$ cat src/rtl/tflag_alu_pkg.sv
package tflag_alu_pkg;

  typedef enum logic [2:0] {
    OP_ADDC = 3'd0,
    OP_ADDV = 3'd1,
    OP_SUBC = 3'd2,
    OP_SUBV = 3'd3,
    OP_NEGC = 3'd4,
    OP_ROTL = 3'd5,
    OP_ROTR = 3'd6,
    OP_PASS = 3'd7
  } tflag_op_e;

endpackage

$ cat src/rtl/tflag_addsub.sv
module tflag_addsub
  import tflag_alu_pkg::*;
#(
  parameter int WIDTH = 32
) (
  input  tflag_op_e        op,
  input  logic [WIDTH-1:0] a,
  input  logic [WIDTH-1:0] b,
  input  logic             t_in,
  output logic [WIDTH-1:0] res,
  output logic             t_out,
  output logic             carry_first,
  output logic             carry_second,
  output logic             borrow_first,
  output logic             borrow_second,
  output logic             add_ovf,
  output logic             sub_ovf
);
  localparam int MSB = WIDTH - 1;

  // widened sum; top bit is the carry out
  function automatic logic [WIDTH:0] wide_add(input logic [WIDTH-1:0] x,
                                              input logic [WIDTH-1:0] y,
                                              input logic             cin);
    return {1'b0, x} + {1'b0, y} + {{WIDTH{1'b0}}, cin};
  endfunction

  // widened difference; top bit is the borrow out
  function automatic logic [WIDTH:0] wide_sub(input logic [WIDTH-1:0] x,
                                              input logic [WIDTH-1:0] y,
                                              input logic             bin);
    return {1'b0, x} - {1'b0, y} - {{WIDTH{1'b0}}, bin};
  endfunction

  function automatic logic sum_overflows(input logic [WIDTH-1:0] x,
                                         input logic [WIDTH-1:0] y,
                                         input logic [WIDTH-1:0] s);
    return (x[MSB] == y[MSB]) && (s[MSB] != x[MSB]);
  endfunction

  function automatic logic diff_overflows(input logic [WIDTH-1:0] x,
                                          input logic [WIDTH-1:0] y,
                                          input logic [WIDTH-1:0] d);
    return (x[MSB] != y[MSB]) && (d[MSB] != x[MSB]);
  endfunction

  logic [WIDTH:0] add_s1, add_s2;
  logic [WIDTH:0] sub_s1, sub_s2;
  logic [WIDTH:0] neg_s1, neg_s2;

  // two-stage chains: operand step, then the T step
  assign add_s1 = wide_add(b, a, 1'b0);
  assign add_s2 = wide_add(add_s1[MSB:0], {WIDTH{1'b0}}, t_in);
  assign sub_s1 = wide_sub(b, a, 1'b0);
  assign sub_s2 = wide_sub(sub_s1[MSB:0], {WIDTH{1'b0}}, t_in);
  assign neg_s1 = wide_sub({WIDTH{1'b0}}, a, 1'b0);
  assign neg_s2 = wide_sub(neg_s1[MSB:0], {WIDTH{1'b0}}, t_in);

  assign carry_first   = add_s1[WIDTH];
  assign carry_second  = add_s2[WIDTH];
  assign add_ovf       = sum_overflows(b, a, add_s1[MSB:0]);
  assign sub_ovf       = diff_overflows(b, a, sub_s1[MSB:0]);

  // borrow events follow whichever subtracting chain is selected
  always_comb begin
    if (op == OP_NEGC) begin
      borrow_first  = neg_s1[WIDTH];
      borrow_second = neg_s2[WIDTH];
    end else begin
      borrow_first  = sub_s1[WIDTH];
      borrow_second = sub_s2[WIDTH];
    end
  end

  always_comb begin
    res   = add_s1[MSB:0];
    t_out = add_ovf;
    unique case (op)
      OP_ADDC: begin
        res   = add_s2[MSB:0];
        t_out = carry_first | carry_second;
      end
      OP_ADDV: begin
        res   = add_s1[MSB:0];
        t_out = add_ovf;
      end
      OP_SUBC: begin
        res   = sub_s2[MSB:0];
        t_out = borrow_first | borrow_second;
      end
      OP_SUBV: begin
        res   = sub_s1[MSB:0];
        t_out = sub_ovf;
      end
      OP_NEGC: begin
        res   = neg_s2[MSB:0];
        t_out = borrow_first | borrow_second;
      end
      default: begin
        res   = add_s1[MSB:0];
        t_out = add_ovf;
      end
    endcase
  end

endmodule

$ cat src/rtl/tflag_rotate.sv
module tflag_rotate #(
  parameter int WIDTH = 32
) (
  input  logic             to_left,
  input  logic [WIDTH-1:0] word,
  input  logic             t_in,
  output logic [WIDTH-1:0] res,
  output logic             t_out
);
  localparam int MSB = WIDTH - 1;

  function automatic logic [WIDTH:0] rot_left(input logic [WIDTH-1:0] w,
                                              input logic             t);
    return {w, t};
  endfunction

  function automatic logic [WIDTH:0] rot_right(input logic [WIDTH-1:0] w,
                                               input logic             t);
    return {w[0], t, w[MSB:1]};
  endfunction

  logic [WIDTH:0] left_v, right_v;

  assign left_v  = rot_left(word, t_in);
  assign right_v = rot_right(word, t_in);

  assign res   = to_left ? left_v[MSB:0] : right_v[MSB:0];
  assign t_out = to_left ? left_v[WIDTH] : right_v[WIDTH];

endmodule

$ cat src/rtl/tflag_reg.sv
module tflag_reg (
  input  logic clk,
  input  logic rst,
  input  logic load,
  input  logic load_val,
  input  logic upd,
  input  logic upd_val,
  output logic t_q
);

  always_ff @(posedge clk) begin
    if (rst)
      t_q <= 1'b0;
    else if (load)
      t_q <= load_val;
    else if (upd)
      t_q <= upd_val;
  end

endmodule

$ cat src/rtl/tflag_alu.sv
module tflag_alu
  import tflag_alu_pkg::*;
#(
  parameter int WIDTH = 32
) (
  input  logic             clk,
  input  logic             rst,
  input  logic             op_valid,
  input  logic [2:0]       op_sel,
  input  logic [WIDTH-1:0] opnd_a,
  input  logic [WIDTH-1:0] opnd_b,
  input  logic             t_load,
  input  logic             t_load_val,
  output logic [WIDTH-1:0] result,
  output logic             t_next,
  output logic             t_flag
);
  localparam int MSB = WIDTH - 1;

  tflag_op_e        op_e;
  logic [WIDTH-1:0] as_res, rot_res;
  logic             as_t, rot_t;
  logic             ev_carry1, ev_carry2, ev_borrow1, ev_borrow2;
  logic             ev_add_ovf, ev_sub_ovf;
  logic             is_rot;

  assign op_e   = tflag_op_e'(op_sel);
  assign is_rot = (op_e == OP_ROTL) || (op_e == OP_ROTR);

  tflag_addsub #(.WIDTH(WIDTH)) u_addsub (
    .op            (op_e),
    .a             (opnd_a),
    .b             (opnd_b),
    .t_in          (t_flag),
    .res           (as_res),
    .t_out         (as_t),
    .carry_first   (ev_carry1),
    .carry_second  (ev_carry2),
    .borrow_first  (ev_borrow1),
    .borrow_second (ev_borrow2),
    .add_ovf       (ev_add_ovf),
    .sub_ovf       (ev_sub_ovf)
  );

  tflag_rotate #(.WIDTH(WIDTH)) u_rotate (
    .to_left (op_e == OP_ROTL),
    .word    (opnd_b),
    .t_in    (t_flag),
    .res     (rot_res),
    .t_out   (rot_t)
  );

  always_comb begin
    if (op_e == OP_PASS) begin
      result = opnd_b;
      t_next = t_flag;
    end else if (is_rot) begin
      result = rot_res;
      t_next = rot_t;
    end else begin
      result = as_res;
      t_next = as_t;
    end
  end

  tflag_reg u_treg (
    .clk      (clk),
    .rst      (rst),
    .load     (t_load),
    .load_val (t_load_val),
    .upd      (op_valid),
    .upd_val  (t_next),
    .t_q      (t_flag)
  );

  // both carry steps of one addition can never fire together
  a_r1_single_carry: assert property (@(posedge clk) disable iff (rst)
    (op_e == OP_ADDC) |-> !(ev_carry1 && ev_carry2));

  a_r2_overflow_signs: assert property (@(posedge clk) disable iff (rst)
    (op_e == OP_ADDV && t_next) |->
      (opnd_a[MSB] == opnd_b[MSB]) && (result[MSB] != opnd_b[MSB]));

  a_r3_single_borrow: assert property (@(posedge clk) disable iff (rst)
    (op_e == OP_SUBC) |-> !(ev_borrow1 && ev_borrow2));

  a_r4_overflow_signs: assert property (@(posedge clk) disable iff (rst)
    (op_e == OP_SUBV && t_next) |->
      (opnd_a[MSB] != opnd_b[MSB]) && (result[MSB] != opnd_b[MSB]));

  a_r5_neg_zero: assert property (@(posedge clk) disable iff (rst)
    (op_e == OP_NEGC && opnd_a == '0) |-> (t_next == t_flag));

  a_r6_rotl_ends: assert property (@(posedge clk) disable iff (rst)
    (op_e == OP_ROTL) |-> (result[0] == t_flag) && (t_next == opnd_b[MSB]));

  a_r7_rotr_ends: assert property (@(posedge clk) disable iff (rst)
    (op_e == OP_ROTR) |-> (result[MSB] == t_flag) && (t_next == opnd_b[0]));

  a_r8_pass: assert property (@(posedge clk) disable iff (rst)
    (op_e == OP_PASS) |-> (result == opnd_b) && (t_next == t_flag));

  a_r9_commit: assert property (@(posedge clk) disable iff (rst)
    (op_valid && !t_load) |=> (t_flag == $past(t_next)));

  a_r9_hold: assert property (@(posedge clk) disable iff (rst)
    (!op_valid && !t_load) |=> $stable(t_flag));

  a_r10_load: assert property (@(posedge clk) disable iff (rst)
    t_load |=> (t_flag == $past(t_load_val)));

  a_r11_reset: assert property (@(posedge clk)
    rst |=> (t_flag == 1'b0));

endmodule

$ cat config.mk
export PLATFORM = sky130hd
export DESIGN_NAME = tflag_alu
export DESIGN_NICKNAME = d
export VERILOG_FILES = /design/src/rtl/tflag_alu_pkg.sv /design/src/rtl/tflag_addsub.sv /design/src/rtl/tflag_rotate.sv /design/src/rtl/tflag_reg.sv /design/src/rtl/tflag_alu.sv
export SDC_FILE = /design/constraint.sdc
export NUM_CORES = 1
export LEC_CHECK = 0
export BUFFER_PORTS_ARGS = -buffer_cell sky130_fd_sc_hd__buf_4
export CAP_MARGIN = 20
export CORE_MARGIN = 5
export CORE_UTILIZATION = 40
export CTS_CLUSTER_DIAMETER = 100
export CTS_CLUSTER_SIZE = 8
export DETAILED_ROUTE_END_ITERATION = 6
export HOLD_SLACK_MARGIN = 0.1
export SLEW_MARGIN = 20
export SYNTH_ARGS = -nofsm -noshare
export SYNTH_HDL_FRONTEND = slang
export SYNTH_SLANG_ARGS = --single-unit
$ cat constraint.sdc
create_clock -name clk -period 10.6 [get_ports clk]
set_input_delay 1.59 -clock clk [delete_from_list [all_inputs] [get_ports clk]]
set_output_delay 1.59 -clock clk [all_outputs]
set_load 0.02 [all_outputs]
==> impl_metrics.yaml <==
yosys:
  syn_nets: 1660
  mappedNetlistArea_um2: 9870
  synth_warnings: 0
  ys_seq_area_share_pct: 0.203
  ys_async_sr_fraction_pct: 0
  syn_avg_cell_area_um2: 6.52
  synth_edf_count: 0
  synth_cell_types: 112
  ys_seq_elements: 1
  synth_cells: 1515
  ys.flop_type: "dfxtp_1"
timing:
  min_period_ns: 7.75
  tightest_slew_ns: 1.11
  fin_tns_setup_ns: 0
  fin_crit_sh_pct: 73.1
  report.final.slew_viol_count: 0
  setup_violations: 0
  finalHoldViolations: 0
  rsz0062_at_grt: "false"
  slew_headroom_pct: 24.8
  final.setup.worst_slack_ns: 2.85
  fmax_mhz: 129
  skew_ns: 0
clock_network:
  cts-resized-gates: 0
  cts_setup_buffers: 0
  hold_buffers: 0
  clk_pin_slew_worst_paths_ns: 0
  clk_latency_ns: 0
place:
  pre_cts_slack_ns: 3.01
  port_buffers: 105
  hpwlAfterDp_mm: 39.2
  gp_congestion: 0.999
power_and_ir_drop:
  ir_drop_mv: 0.0409
  powerDensity_nw_per_um2: 72.8
  power_uw: 781
  p_leak_nw: 4.05
critical_path:
  crit_type: "primary input to output pin"
  worstPathArrival_ns: 6.16
  critPathSlowestCell: "xnor2_1"
  reg2reg_from: "u_treg.t_q"
  worst_setup_path_end_kind: "output pin"
  worstPathRequired_ns: 9.01
  start_kind: "primary input"
  critPathTopFamily: "compound AO/OA/AOI/OAI gates"
  cp_slowest_stage_delay_ns: 0.63
  r2r_slack_ns: 6.75
  path_max_fanout: 11
  r2r_end: "u_treg.t_q"
  path_cells: "buf_4 -> inv_1 -> ha_1 -> or2_1 -> a221o_1 -> a21oi_1 -> a21oi_1 -> xnor2_1 -> and3_1 -> nand3_1 -> and4b_1 -> a211o_1 -> a32oi_1 -> a221o_1 -> buf_4"
  crit_buf_inv: 3
  worst_r2r_path_depth: 10
final_layout:
  largest_register: "u_treg.t_q"
  drive_gt1_share_pct: 11.7
  largest_register_ffs: 1
  area.growth.synth_to_final_pct: 8.68
  register_area_um2: 20.0
  reg.largest.list: "u_treg.t_q x1"
  nets: 1690
  diodes: 0
  n_fill_cell: 2675
  multi_input_area_um2: 9140
routing:
  vias_per_cell: 6.86
  vias: 12800
  ant_nets: 0
  remaining_drc_errors: 0
  drt-pass1-iter-count: 6
  routed_wl_mm: 48.4
  initialDrtViolationCount: 1843
  avgRoutedWirePerCell_um: 25.9
min_path:
  worstHoldStart: "u_treg.t_q"
  min_to: "u_treg.t_q"
  hold_class: "register to register"
  hold_path_depth: 2
floorplan:
  die_area_um2: 27900
  io_pins: 106
  initial_core_util_pct: 40.6
  die_h_um: 167
  die_w_um: 167
  coreArea_um2: 24300
  row_count: 57
grt:
  antenna_found_initial: 0
  first_global_vias: 11300
  grt_pass1_wl_mm: 71.0
  grt_max_degree: 83
  track_usage_pct: 32.0
  overflow: 0
job:
  maxCapViolCount: 0
run_status:
  status: "finished clean"
## metal layers
layer / up-vias / track usage (%) / wire length (um)
met5: - / 0 / 0
met4: 0 / 2.42 / 350
met3: 27 / 6.44 / 6020
met2: 787 / 46.0 / 19700
met1: 6155 / 50.7 / 22400
li1: 5843 / - / -
## synth_stat cells (9+ instances only)
library cell | instances | area, um2
nor2b_1 | 11 | 68.8
ha_1 | 71 | 888
o21bai_1 | 14 | 105
nor3_1 | 60 | 300
a211oi_1 | 20 | 150
o21ai_1 | 14 | 70.1
o22ai_1 | 33 | 206
a221oi_1 | 11 | 96.3
nor2_1 | 131 | 492
nand2b_1 | 13 | 81.3
inv_1 | 73 | 274
or3_1 | 10 | 62.6
and4_1 | 12 | 105
a21oi_1 | 125 | 626
o221ai_1 | 19 | 166
o21ai_0 | 89 | 445
nand3_1 | 43 | 215
o31ai_1 | 19 | 143
a21o_1 | 24 | 180
nand4_1 | 26 | 163
buf_2 | 19 | 95.1
a211o_1 | 9 | 78.8
nor4_1 | 27 | 169
and3_1 | 15 | 93.8
a22oi_1 | 10 | 75.1
clkbuf_1 | 48 | 180
o21a_1 | 12 | 90.1
a31oi_1 | 24 | 150
nand2_1 | 152 | 571
xnor2_1 | 95 | 832
xor2_1 | 17 | 149
mux2i_1 | 17 | 170
and2_1 | 13 | 81.3
o211ai_1 | 17 | 128
## power breakdown
part,internal (mW),leakage (nW),switching (mW)
Combinational,0.257,4.04,0.518
Sequential,0.00417,0.00829,0.00152
Clock,0,0,0
## kinds of logic after synthesis
kind of cell | share of synthesized area, %
muxes | 2.75
and+or+nand+nor | 30.8
adders and majority gates | 9.61
DFF | 0.203
xor gates and xnor gates | 9.94
AOI/OAI and AO/OA | 39.4
buffers and inverters | 7.24
## stage by stage
stage                     cell area [um2]  utilization, %  instances  hold slack, ns
after floorplan                      9870               -       1515           0.866
after global placement              10700            44.1       1867            1.02
after detailed placement            10700            44.1       1867           0.999
after CTS                           10700            44.1       1867           0.996
after global routing                10700            44.1       1867            1.00
final                               10700            44.1       1867            1.01
## worst max-delay path by stage
stage	startpoint	endpoint	cells after the start
6_report	opnd_a[3]	result[26]	15
4_1_cts	opnd_a[3]	result[26]	15
3_5_place_dp	opnd_a[3]	result[26]	15
3_3_place_gp	opnd_a[4]	result[26]	15
2_1_floorplan	opnd_a[11]	result[30]	16
5_1_grt	opnd_a[6]	t_next	14
## area by class of cell
| cell class | instances | area share (%) |
|---|---|---|
| well taps | 324 | 3.78 |
| flip-flops and latches | 1 | 0.187 |
| inverters | 79 | 2.76 |
| repair buffers | 115 | 8.05 |
| multi-input cells | 1348 | 85.2 |
## worst reg2reg max path, cell delays in order, from the launching register on
cell and delay, ns:
dfxtp_1 0.66, ha_1 0.35, ha_1 0.20, nand3_1 0.19, a211oi_2 0.46, nand4b_2 0.30
nor4_4 0.57, nand4_2 0.20, o41ai_1 0.48, a22o_1 0.24, a211o_1 0.14
## cell usage in the layout (no fill, tap or decap), types with 8 or more instances in the layout
master     count
nor2b_1       11
a21o_1        24
o211ai_1      17
a221oi_1      11
nand4_1       26
o221ai_1      19
a211oi_1      20
nor2_1       131
o31ai_1       19
mux2_2         8
ha_1          71
o21ai_1       14
and2_1        13
xor2_1        17
or3_1         10
o21a_1        12
a22oi_1       10
inv_1         73
mux2i_1       17
a211o_1        9
and3_1        15
buf_4        115
nor4_1        27
o22ai_1       33
and4_1        12
a31oi_1       24
nand3_1       43
or4_1          8
xnor2_1       95
nand2b_1      13
o2111ai_1      8
o21bai_1      14
a21oi_1      125
nor3_1        60
nand2_1      152
o21ai_0       89
a221o_1        8
Power figures use the tool's default switching activity.
